`src/rtl/seq7_pkg.sv`:
```
package seq7_pkg;
    localparam int STATE_W = 3;
    localparam int SEQ_LEN = 7;

    typedef enum logic [STATE_W-1:0] {
        ST_IDLE = 3'd0,
        ST_Z1   = 3'd1,
        ST_Z2   = 3'd2,
        ST_Z3   = 3'd3,
        ST_Z4   = 3'd4,
        ST_O1   = 3'd5,
        ST_O2   = 3'd6,
        ST_HIT  = 3'd7
    } seq_state_t;
endpackage

```
`src/rtl/seq7_next_state.sv`:
```
module seq7_next_state
    import seq7_pkg::*;
(
    input  seq_state_t cur,
    input  logic       bit_in,
    output seq_state_t nxt
);
    always_comb begin
        nxt = ST_IDLE;
        unique case (cur)
            ST_IDLE: nxt = bit_in ? ST_IDLE : ST_Z1;
            ST_Z1:   nxt = bit_in ? ST_IDLE : ST_Z2;
            ST_Z2:   nxt = bit_in ? ST_IDLE : ST_Z3;
            ST_Z3:   nxt = bit_in ? ST_IDLE : ST_Z4;
            ST_Z4:   nxt = bit_in ? ST_O1   : ST_Z4;
            ST_O1:   nxt = bit_in ? ST_O2   : ST_Z1;
            ST_O2:   nxt = bit_in ? ST_HIT  : ST_Z1;
            ST_HIT:  nxt = bit_in ? ST_IDLE : ST_Z1;
            default: nxt = ST_IDLE;
        endcase
    end
endmodule

```
`src/rtl/seq7_out_decode.sv`:
```
module seq7_out_decode
    import seq7_pkg::*;
(
    input  seq_state_t cur,
    output logic       found
);
    always_comb begin
        found = 1'b0;
        unique case (cur)
            ST_HIT:  found = 1'b1;
            default: found = 1'b0;
        endcase
    end
endmodule

```
`src/rtl/seq7_watch.sv`:
```
module seq7_watch
    import seq7_pkg::*;
(
    input  logic               clk,
    input  logic               rst,
    input  logic               bit_in,
    output logic [STATE_W-1:0] state_code,
    output logic               found
);
    seq_state_t state_q;
    seq_state_t state_d;

    seq7_next_state u_next (
        .cur    (state_q),
        .bit_in (bit_in),
        .nxt    (state_d)
    );

    always_ff @(posedge clk) begin
        if (rst) state_q <= ST_IDLE;
        else     state_q <= state_d;
    end

    seq7_out_decode u_dec (
        .cur   (state_q),
        .found (found)
    );

    assign state_code = state_q;

    AST_RESET_TO_IDLE: assert property (@(posedge clk)
        rst |=> (state_code == 3'd0 && !found));
    AST_FLAG_MATCHES_HIT: assert property (@(posedge clk) disable iff (rst)
        found == (state_q == ST_HIT));
    AST_ONE_CLEARS_ZEROS: assert property (@(posedge clk) disable iff (rst)
        (state_q inside {ST_IDLE, ST_Z1, ST_Z2, ST_Z3} && bit_in) |=> state_q == ST_IDLE);
    AST_ZERO_HOLDS_FOUR: assert property (@(posedge clk) disable iff (rst)
        (state_q == ST_Z4 && !bit_in) |=> state_q == ST_Z4);
    AST_ZERO_RESTARTS: assert property (@(posedge clk) disable iff (rst)
        (state_q inside {ST_O1, ST_O2, ST_HIT} && !bit_in) |=> state_q == ST_Z1);
    AST_HIT_ONE_IDLES: assert property (@(posedge clk) disable iff (rst)
        (state_q == ST_HIT && bit_in) |=> state_q == ST_IDLE);
endmodule

```
`config.mk`:
```
export PLATFORM = sky130hd
export DESIGN_NAME = seq7_watch
export DESIGN_NICKNAME = d
export VERILOG_FILES = /design/src/rtl/seq7_pkg.sv /design/src/rtl/seq7_next_state.sv /design/src/rtl/seq7_out_decode.sv /design/src/rtl/seq7_watch.sv
export SDC_FILE = /design/constraint.sdc
export NUM_CORES = 1
export LEC_CHECK = 0
export ABC_CLOCK_PERIOD_IN_PS = 2000
export BUFFER_PORTS_ARGS = -buffer_cell sky130_fd_sc_hd__buf_2
export CORE_AREA = 8 8 45 47
export DETAILED_ROUTE_END_ITERATION = 10
export DIE_AREA = 0 0 53 55
export PLACE_DENSITY = 0.3
export SETUP_SLACK_MARGIN = 0.05
export SKIP_CTS_REPAIR_TIMING = 1
export SLEW_MARGIN = 15
export SYNTH_ARGS = -nofsm -noshare
export SYNTH_HDL_FRONTEND = slang
export SYNTH_SLANG_ARGS = --single-unit
```
`constraint.sdc`:
```
create_clock -name clk -period 2 [get_ports clk]
set_input_delay 0.3 -clock clk [delete_from_list [all_inputs] [get_ports clk]]
set_output_delay 0.3 -clock clk [all_outputs]
set_load 0.01 [all_outputs]
```
* After elaboration in Yosys (flattened, before gate mapping)
Index checks and enable logic that the tools add are counted.
Cells by class: $add $sub $neg 0, $mul 0, divide/modulo/power cells 0, order comparisons 0, equality and inequality tests 7, shift operators 0, multiplexer cells 9, bitwise gates (word level) 0, reductions and logical operators 2
Operator list (count):
- one-hot mux 3 bit (7 select lines) | 1
- == test 3 bit (second input constant) | 4
- 2-to-1 mux 3 bit | 3
- == test 3 x 2 -> 1 bit (second input constant) | 2
- 2-to-1 mux 2 bit | 2
- == test 3 x 1 -> 1 bit (second input constant) | 1
- zero test 3 bit | 1
- 2-to-1 mux 1 bit | 3
- OR reduction 2 bit | 1
Storage, ports and cells: bits in registers 3, bits in latches 0, RAM bits 0, ROM bits 0, input bits 3, logic and storage cells 19, memories kept 0

* Longest topological paths before layout
Gate-level depths: netlist of run 1.
word-level depth 3, gate-level depth with buffers 3

* Modules after synthesis
Synthesis of run 1 repeated with hierarchy kept, for this count alone.
Second synthesis, totals: cells, all modules 17, area, all modules 166.4 µm²
Modules (own cells, without submodules):
- seq7_next_state | times used 1, cells an instance 10, area each 81.3 µm²
- seq7_watch | times used 1, cells an instance 6, area each 78.8 µm²
- seq7_out_decode | times used 1, cells an instance 1, area each 6.3 µm²

* Least setup slack after synthesis of run 1
No wires, ideal clock.
path kind register to register, from register state_q[2], in the netlist state_code[2], to register state_q[2], in the netlist state_code[2], arrival 0.862 ns, required time 1.878 ns, setup slack 1.016 ns, stages on the path, launching flop included 4, path buffers 0, cells stage by stage dfxtp_1 and4bb_2 a31oi_1 a21oi_1
Between the ends: cells in the longest elaborated chain, start to end 3, elaborated cells between the ends (all ways) 10, those cells by class 7 x eq/ne; 1 x mux; 2 x reduce/logical
Ends and longest elaborated chain:
- start: declaration | line seq7_watch.sv:10 | seq_state_t state_q;
- start signal: assignment | line seq7_watch.sv:21 | else state_q <= state_d;
- == test 3 bit or zero test 3 bit (tied branches) | line seq7_next_state.sv:10 | unique case (cur)
- OR reduction 2 bit (no line)
- one-hot mux 3 bit (7 select lines) * | line seq7_next_state.sv:10
Every way passes the cells marked *; elsewhere a longest branch is shown, timed or not. A chain may end at the register's enable or synchronous reset.

* Worst setup path in the final report of run 1
from register state_q[0], in the netlist state_code[0], to output found
Between the ends: cells in the longest elaborated chain, start to end 2
Ends and longest elaborated chain:
- == test 3 bit | line seq7_out_decode.sv:9 | unique case (cur)
- 2-to-1 mux 1 bit | line seq7_out_decode.sv:9
- end: declaration | line seq7_watch.sv:8 | output logic found
No other way between the ends.

==> summary.txt, run 1 <==
run status = finished clean
cell chosen for the clock root = sky130_fd_sc_hd__clkbuf_4
die area = 2920 um2
Post-Place Worst Slack = 0.944 ns
Yosys top cell area share = 0.387
Yosys top cell by area = sky130_fd_sc_hd__dfxtp_1
register bit count reported by yosys = 3
family of cells with the greatest summed delay on the critical path = flip-flops
number of nets at the end of the flow = 30
total via count after detailed routing = 155
R2R Path End = state_code[2]
Hold Path Cell Cnt = 2
final design utilization = 0.167
largest cells by area after synthesis = sky130_fd_sc_hd__dfxtp_1, sky130_fd_sc_hd__and4bb_2, sky130_fd_sc_hd__nor4bb_1
clock network latency to the later pin of the worst-skew pair = 0.23 ns
number of buffer and inverter instances along the worst setup path = 1
largest net degree at the start of global routing = 8
die boundary height = 55 um
cell type of the slowest stage on the worst timing path = sky130_fd_sc_hd__dfxtp_1
setup repair after global routing missed its margin = no
peak clock frequency supported by timing = 775 MHz
path class of the lowest-slack min-delay path = input pin to register
Worst-Margin Slew = 0.217 ns
initial standard-cell utilization of the core = 0.112
WL per Instance = 9.90 um
number of nets with antenna violations after routing = 0
number of instances in the synthesized netlist = 16
Total Neg Setup Slack = 0 ns
mean post-synth cell area = 9.70 um2
R2R setup slack = 0.99 ns
H-tree Lvls = 1
Worst Setup Start Kind = register
global-route usage over all layers = 0.0377
fraction of the yosys area taken by sequential cells = 0.387
netlist area before placement = 155 um2
Post-Synthesis Net Count = 19
antenna cell count = 0
largest stage delay on the critical path = 0.43 ns
number of buffers created by CTS = 3
count of max-cap constraint violations = 0
layout overhead on the synthesized area = 49.2%
mean number of vias per cell = 3.69
proportion of layout cells with a drive suffix above 1 = 0.462
final critical-path setup slack = 0.709 ns
clock transition at the registers of the reported paths = 0.04 ns
maximum vdd drop = 0.221 mV
critical path endpoint category = output port
buffer depth of the longest clock path = 2
final hold violation count = 0
flip-flop count of the largest register after layout = 3
remaining global-route overflow = 0
Min-Delay Startpoint = rst
PD cells = 797 nW/um2
Final Cycle Share = 0.645
final weighted congestion of routability-driven global placement = 0.578
final wirelength = 416 um
WP data required = 1.70 ns
Row Count = 14
number of clock sinks = 3
setup-violating endpoint count in the final report = 0
final max-slew violation count = 0
boundary pin count = 7
Detailed Routing Iterations Pass 1 = 4
worst slew margin relative to its limit = 0.853
worst r2r path cells = 3
x dimension of the die = 53 um
clock tree from TritonCTS = built
number of DRC violations after detailed-routing iteration 0 = 1
worst-path cell chain = and3_2 > buf_2
destination of the worst hold path = state_code[2]
DRC = 0
worst flop-to-flop path startpoint = state_code[2]
min cycle time layout = 1.29 ns
largest fanout on the critical path = 7
critical path start-end classification = register to output port
number of library cell types mapped by synthesis = 13
Clock Skews = 0.00231 ns
antenna violations before repair = 0
Static Leak = 0.102 nW
count of input and output buffers = 6
core area = 1380 um2
Syn. warnings = 0
first-pass GRT wire length = 669 um
via count of the first global-routing pass = 155
signal arrival time at the worst endpoint = 0.99 ns
==> kinds of logic after synthesis <==
group                  Yosys count  synth area share
flip-flops                       3             0.387
AO/OA/AOI/OAI                    5             0.234
AND/OR/NAND/NOR                  5             0.274
XOR/XNOR                         1            0.0565
buffers and inverters            2            0.0484
==> stage by stage <==
stage / instances / hold WS [ns] / cell area [um2] / power, W
global placement: 38 / 0.504 / 205 / 0.0000804
global route: 42 / 0.261 / 231 / 0.000204
finish: 42 / 0.264 / 231 / 0.000184
floorplan: 16 / 0.369 / 155 / 0.0000737
detailed placement: 38 / 0.504 / 205 / 0.0000810
CTS: 42 / 0.254 / 231 / 0.000192
==> worst max path at each step <==
stage	startpoint	to	depth (start not counted)
after floorplan	state_code[2]	state_code[2]	3
after global placement	bit_in	state_code[0]	4
after detailed placement	state_code[0]	found	2
after CTS	state_code[0]	found	2
after global routing	state_code[0]	found	2
final	state_code[0]	found	2
==> cells in the final DEF, fill, tap and decap left out <==
cell type / count
sky130_fd_sc_hd__nand2b_1: 1
sky130_fd_sc_hd__nor2b_1: 1
sky130_fd_sc_hd__a21oi_1: 1
sky130_fd_sc_hd__o31a_2: 1
sky130_fd_sc_hd__buf_2: 6
sky130_fd_sc_hd__a31oi_1: 1
sky130_fd_sc_hd__xor2_1: 1
sky130_fd_sc_hd__dfxtp_1: 3
sky130_fd_sc_hd__and3_2: 1
sky130_fd_sc_hd__a211oi_1: 1
sky130_fd_sc_hd__clkbuf_1: 1
sky130_fd_sc_hd__nor4bb_1: 1
sky130_fd_sc_hd__clkbuf_4: 3
sky130_fd_sc_hd__o211ai_1: 1
sky130_fd_sc_hd__inv_1: 2
sky130_fd_sc_hd__and4bb_2: 1
==> Yosys cell counts <==
cell	n
sky130_fd_sc_hd__a31oi_1	1
sky130_fd_sc_hd__dfxtp_1	3
sky130_fd_sc_hd__a211oi_1	1
sky130_fd_sc_hd__and4bb_2	1
sky130_fd_sc_hd__inv_1	2
sky130_fd_sc_hd__o211ai_1	1
sky130_fd_sc_hd__o31a_2	1
sky130_fd_sc_hd__nor4bb_1	1
sky130_fd_sc_hd__nor2b_1	1
sky130_fd_sc_hd__xor2_1	1
sky130_fd_sc_hd__and3_2	1
sky130_fd_sc_hd__a21oi_1	1
sky130_fd_sc_hd__nand2b_1	1
==> per-layer routing <==
metal / routed length, um / track usage / vias to the layer above
met4: 0 / 0.0388 / 0
met2: 139 / 0.0332 / 9
li1: - / - / 81
met5: 0 / 0 / -
met1: 182 / 0.0333 / 65
met3: 94 / 0.0561 / 0
==> where the power goes <==
part           switching, W  internal (W)
Combinational    0.00000638    0.00000734
Sequential       0.00000369     0.0000624
Clock             0.0000299     0.0000747
Total             0.0000399      0.000144
==> cell type report <==
type / count / area (um2)
multi-input cells: 11 / 87.6
fillers: 158 / 1150
inverters: 2 / 7.51
repair buffers: 6 / 30.0
clock buffers: 4 / 26.3
flip-flops and latches: 3 / 60.1
well taps: 16 / 20.0
No activity file was read; power rests on OpenSTA's default activity.
==> run 2, diff against run 1 <==
- ABC_CLOCK_PERIOD_IN_PS: 2000 -> 1290
- clock period: 2 -> 1.29 ns (I/O delays scaled with it)
==> summary.txt, run 2 (synthesis gave the netlist of run 1 again) <==
final hold violation count = 0
H-tree Lvls = 1
cell type of the slowest stage on the worst timing path = sky130_fd_sc_hd__dfxtp_1
path class of the lowest-slack min-delay path = input pin to register
filler-free cell count of the finished design = 42
final wirelength = 424 um
buffer depth of the longest clock path = 2
remaining global-route overflow = 0
largest net degree at the start of global routing = 8
PD cells = 1240 nW/um2
critical path start-end classification = register to output port
largest fanout on the critical path = 7
top library cells by usage in the layout, fill and taps aside = sky130_fd_sc_hd__buf_2, sky130_fd_sc_hd__clkbuf_4, sky130_fd_sc_hd__inv_1, sky130_fd_sc_hd__dfxtp_1
final max-slew violation count = 0
die boundary height = 55 um
peak clock frequency supported by timing = 862 MHz
number of filler instances in the final layout = 160
setup-violating endpoint count in the final report = 0
most used routing layer in global routing = met4
number of DRC violations after detailed-routing iteration 0 = 4
clock transition at the registers of the reported paths = 0.04 ns
x dimension of the die = 53 um
signal arrival time at the worst endpoint = 0.97 ns
cell chosen for the clock root = sky130_fd_sc_hd__clkbuf_4
flip-flop count of the largest register after layout = 3
placed cell count = 38
count of max-cap constraint violations = 0
setup repair after global routing missed its margin = no
WL per Instance = 10.1 um
Clock Skews = 0.00156 ns
met2 Usage GRT = 0.0332
total via count after detailed routing = 153
worst-path cell chain = and3_2 > buf_2
worst slew margin relative to its limit = 0.858
min cycle time layout = 1.16 ns
critical path endpoint category = output port
Static Leak = 0.103 nW
Detailed Routing Iterations Pass 1 = 3
WP data required = 1.10 ns
antenna cell count = 0
Final Cycle Share = 0.900
Row Count = 14
DRC = 0
antenna violations before repair = 0
Hold Path Cell Cnt = 2
Global Route met3 Usage = 0.0348
Total Neg Setup Slack = 0 ns
first-pass GRT wire length = 607 um
Worst Setup Start Kind = register
layout overhead on the synthesized area = 50.0%
grt met1 use = 0.0303
global-route usage over all layers = 0.0322
core area = 1380 um2
count of input and output buffers = 6
number of nets with antenna violations after routing = 0
worst r2r path cells = 3
via count of the first global-routing pass = 150
boundary pin count = 7
clock tree from TritonCTS = built
number of buffers created by CTS = 3
initial standard-cell utilization of the core = 0.112
die area = 2920 um2
mean number of vias per cell = 3.64
number of nets at the end of the flow = 30
run status = finished clean
final weighted congestion of routability-driven global placement = 0.647
commonest non-fill, non-tap cell in the layout = sky130_fd_sc_hd__buf_2
proportion of layout cells with a drive suffix above 1 = 0.500
R2R setup slack = 0.29 ns
maximum vdd drop = 0.337 mV
number of clock sinks = 3
largest stage delay on the critical path = 0.41 ns
Worst-Margin Slew = 0.211 ns
clock network latency to the later pin of the worst-skew pair = 0.23 ns
-- run 2: cell counts in the layout (fill, tap and decap cells not counted) --
No cell type changed its count.
-- run 2: report_power, final --
part	switching [W]	total, W	internal (W)
clock network	0.0000477	0.000164	0.000116
logic	0.0000103	0.0000217	0.0000114
registers	0.00000584	0.000103	0.0000972
-- run 2: critical path: cells and delay by family (launching register included) --
family	cells	cell delay (ns)
flops	1	0.41
buf+inv	1	0.12
simple gates	1	0.20
-- run 2: final timing paths --
kind,from,endpoint
setup reg to reg,state_code[2],state_code[0]
hold / removal,rst,state_code[2]
hold reg to reg,state_code[0],state_code[0]
setup / recovery,state_code[2],found
-- run 2: metrics by stage --
| step | hold slack (ns) | utilization | worst slack (ns) | total power [W] | cell area [um2] |
|---|---|---|---|---|---|
| floorplan | 0.263 | - | 0.306 | 0.000114 | 155 |
| global placement | 0.399 | 0.148 | 0.322 | 0.000125 | 205 |
| detailed placement | 0.399 | 0.148 | 0.298 | 0.000125 | 205 |
| CTS | 0.151 | 0.167 | 0.0934 | 0.000298 | 231 |
| global route | 0.164 | 0.168 | 0.0739 | 0.000310 | 233 |
| finish | 0.160 | 0.168 | 0.130 | 0.000288 | 233 |
-- run 2: final cells by class --
class	count	area, um2	area share
clock buffer	4	26.3	0.113
inverter	2	7.51	0.0323
multi-input combinational	11	87.6	0.376
sequential	3	61.3	0.263
tap	16	20.0	0.0860
timing repair buffer	6	30.0	0.129
-- run 2: layer usage --
| layer | vias to the layer above | share of wire |
|---|---|---|
| li1 | 79 | - |
| met1 | 67 | 0.49 |
| met2 | 7 | 0.35 |
| met3 | 0 | 0.16 |
| met4 | 0 | 0 |
| met5 | - | 0 |
==> run 3, diff against run 2 <==
- ABC_AREA: unset -> 1
==> summary.txt, run 3 <==
Final Cycle Share = 0.903
family of cells with the greatest summed delay on the critical path = flip-flops
number of filler instances in the final layout = 163
Yosys top cell area share = 0.336
buffer depth of the longest clock path = 2
Post-Synthesis Net Count = 34
core area = 1380 um2
path class of the lowest-slack min-delay path = input pin to register
Syn. warnings = 0
first-pass GRT wire length = 703 um
initial standard-cell utilization of the core = 0.129
mean number of vias per cell = 3.82
Detailed Routing Iterations Pass 1 = 3
largest net degree at the start of global routing = 8
flip-flop count of the largest register after layout = 3
run status = finished clean
min cycle time layout = 1.16 ns
mean post-synth cell area = 5.77 um2
top library cells by usage in the layout, fill and taps aside = sky130_fd_sc_hd__nand2_1, sky130_fd_sc_hd__buf_2, sky130_fd_sc_hd__inv_1, sky130_fd_sc_hd__nor2_1, sky130_fd_sc_hd__clkbuf_4
cell chosen for the clock root = sky130_fd_sc_hd__clkbuf_4
Post-DP HPWL = 379 um
boundary pin count = 7
signal arrival time at the worst endpoint = 0.97 ns
peak clock frequency supported by timing = 859 MHz
Static Leak = 0.135 nW
count of max-cap constraint violations = 0
DRC = 0
WL per Instance = 7.61 um
worst slew margin relative to its limit = 0.902
dominant synthesized flop cell = sky130_fd_sc_hd__dfxtp_1
number of buffers created by CTS = 3
Worst-Margin Slew = 0.146 ns
Yosys top cell by area = sky130_fd_sc_hd__dfxtp_1
placed cell count = 53
dominant cell by count in the synthesized netlist = sky130_fd_sc_hd__nand2_1
commonest non-fill, non-tap cell in the layout = sky130_fd_sc_hd__nand2_1
total via count after detailed routing = 218
proportion of layout cells with a drive suffix above 1 = 0.366
count of input and output buffers = 6
final hold violation count = 0
PD cells = 1390 nW/um2
Clock Skews = 0.00125 ns
clock tree from TritonCTS = built
worst-path cell chain = inv_2 > nor3_2 > buf_2
number of nets at the end of the flow = 45
global-route usage over all layers = 0.0355
area of the multi-input gates = 101 um2
post-synthesis async set-or-reset flop share = 0
fraction of the yosys area taken by sequential cells = 0.336
EDFF count, synth = 0
largest stage delay on the critical path = 0.36 ns
WP data required = 1.10 ns
antenna violations before repair = 0
H-tree Lvls = 1
layout overhead on the synthesized area = 46.2%
antenna cell count = 0
critical path endpoint category = output port
Total Neg Setup Slack = 0 ns
setup-violating endpoint count in the final report = 0
clock transition at the registers of the reported paths = 0.04 ns
register bit count reported by yosys = 3
Row Count = 14
x dimension of the die = 53 um
via count of the first global-routing pass = 199
number of DRC violations after detailed-routing iteration 0 = 8
remaining global-route overflow = 0
cell type of the slowest stage on the worst timing path = sky130_fd_sc_hd__dfxtp_1
die boundary height = 55 um
final max-slew violation count = 0
largest fanout on the critical path = 5
number of nets with antenna violations after routing = 0
number of clock sinks = 3
setup repair after global routing missed its margin = no
most used standard cells in the synthesized netlist = sky130_fd_sc_hd__nand2_1, sky130_fd_sc_hd__inv_1, sky130_fd_sc_hd__nor2_1, sky130_fd_sc_hd__dfxtp_1
maximum vdd drop = 0.411 mV
critical path start-end classification = register to output port
number of library cell types mapped by synthesis = 10
largest cells by area after synthesis = sky130_fd_sc_hd__dfxtp_1, sky130_fd_sc_hd__nand2_1, sky130_fd_sc_hd__inv_1
number of instances in the synthesized netlist = 31
clock network latency to the later pin of the worst-skew pair = 0.23 ns
final weighted congestion of routability-driven global placement = 0.701
die area = 2920 um2
Worst Setup Start Kind = register
netlist area before placement = 179 um2
final wirelength = 434 um
number of buffer and inverter instances along the worst setup path = 2
filler-free cell count of the finished design = 57
combined flip-flop and latch cell area = 61.3 um2
run 3: changes by cell type in the layout (fill, tap and decap cells not counted), moves of 2 or more:
cell and delta:
sky130_fd_sc_hd__inv_1 +2, sky130_fd_sc_hd__nand2_1 +9, sky130_fd_sc_hd__nand2_2 +2, sky130_fd_sc_hd__nor2_1 +4, sky130_fd_sc_hd__inv_2 +2, sky130_fd_sc_hd__nand3_1 +2
run 3: path summary, 6_finish.rpt:
check                              startpoint            end  slack (ns)  depth (start not counted)
worst max-delay path            state_code[1]          found        0.13                          3
worst min-delay path                      rst  state_code[0]        0.22                          4
worst min register to register  state_code[2]  state_code[1]        0.51                          2
worst max register to register  state_code[2]  state_code[2]        0.43                          5
run 3: logic make-up after synthesis:
kind of cell / share of synthesized area
buf+inv: 0.126
flops: 0.336
simple gates: 0.455
compound gates: 0.0839
run 3: layout make-up:
type / instances / share of cell area
Multi-Input combinational cell: 22 / 0.388
Clock buffer: 4 / 0.100
Inverter: 6 / 0.0861
Timing Repair Buffer: 6 / 0.115
Sequential cell: 3 / 0.234
Tap cell: 16 / 0.0766
run 3: metal layers:
metal / GRT usage / wire length [um]
met5: 0 / 0
met4: 0.0259 / 0
met3: 0.0401 / 50
met2: 0.0527 / 195
met1: 0.0258 / 189
run 3: power breakdown:
part / total [W] / switching [W] / internal [W]
clock: 0.000159 / 0.0000435 / 0.000116
combinational: 0.0000855 / 0.0000526 / 0.0000329
sequential: 0.000120 / 0.0000140 / 0.000106
run 3: worst reg2reg max path: stages, from the launching register on:
cell                      delay [ns]
sky130_fd_sc_hd__dfxtp_1        0.36
sky130_fd_sc_hd__inv_1          0.10
sky130_fd_sc_hd__nand2_1        0.09
sky130_fd_sc_hd__nor2_1         0.04
sky130_fd_sc_hd__nor2_1         0.10
sky130_fd_sc_hd__nor2_1         0.05
run 3: per-stage QoR:
stage	total power, W	worst slack [ns]	utilization	instance area, um2	hold slack (ns)
floorplan	0.000177	0.285	-	179	0.318
global placement	0.000209	0.283	0.165	229	0.472
detailed placement	0.000204	0.280	0.165	229	0.472
CTS	0.000372	0.0318	0.184	255	0.227
global route	0.000402	0.0586	0.189	262	0.242
finish	0.000364	0.125	0.189	262	0.222
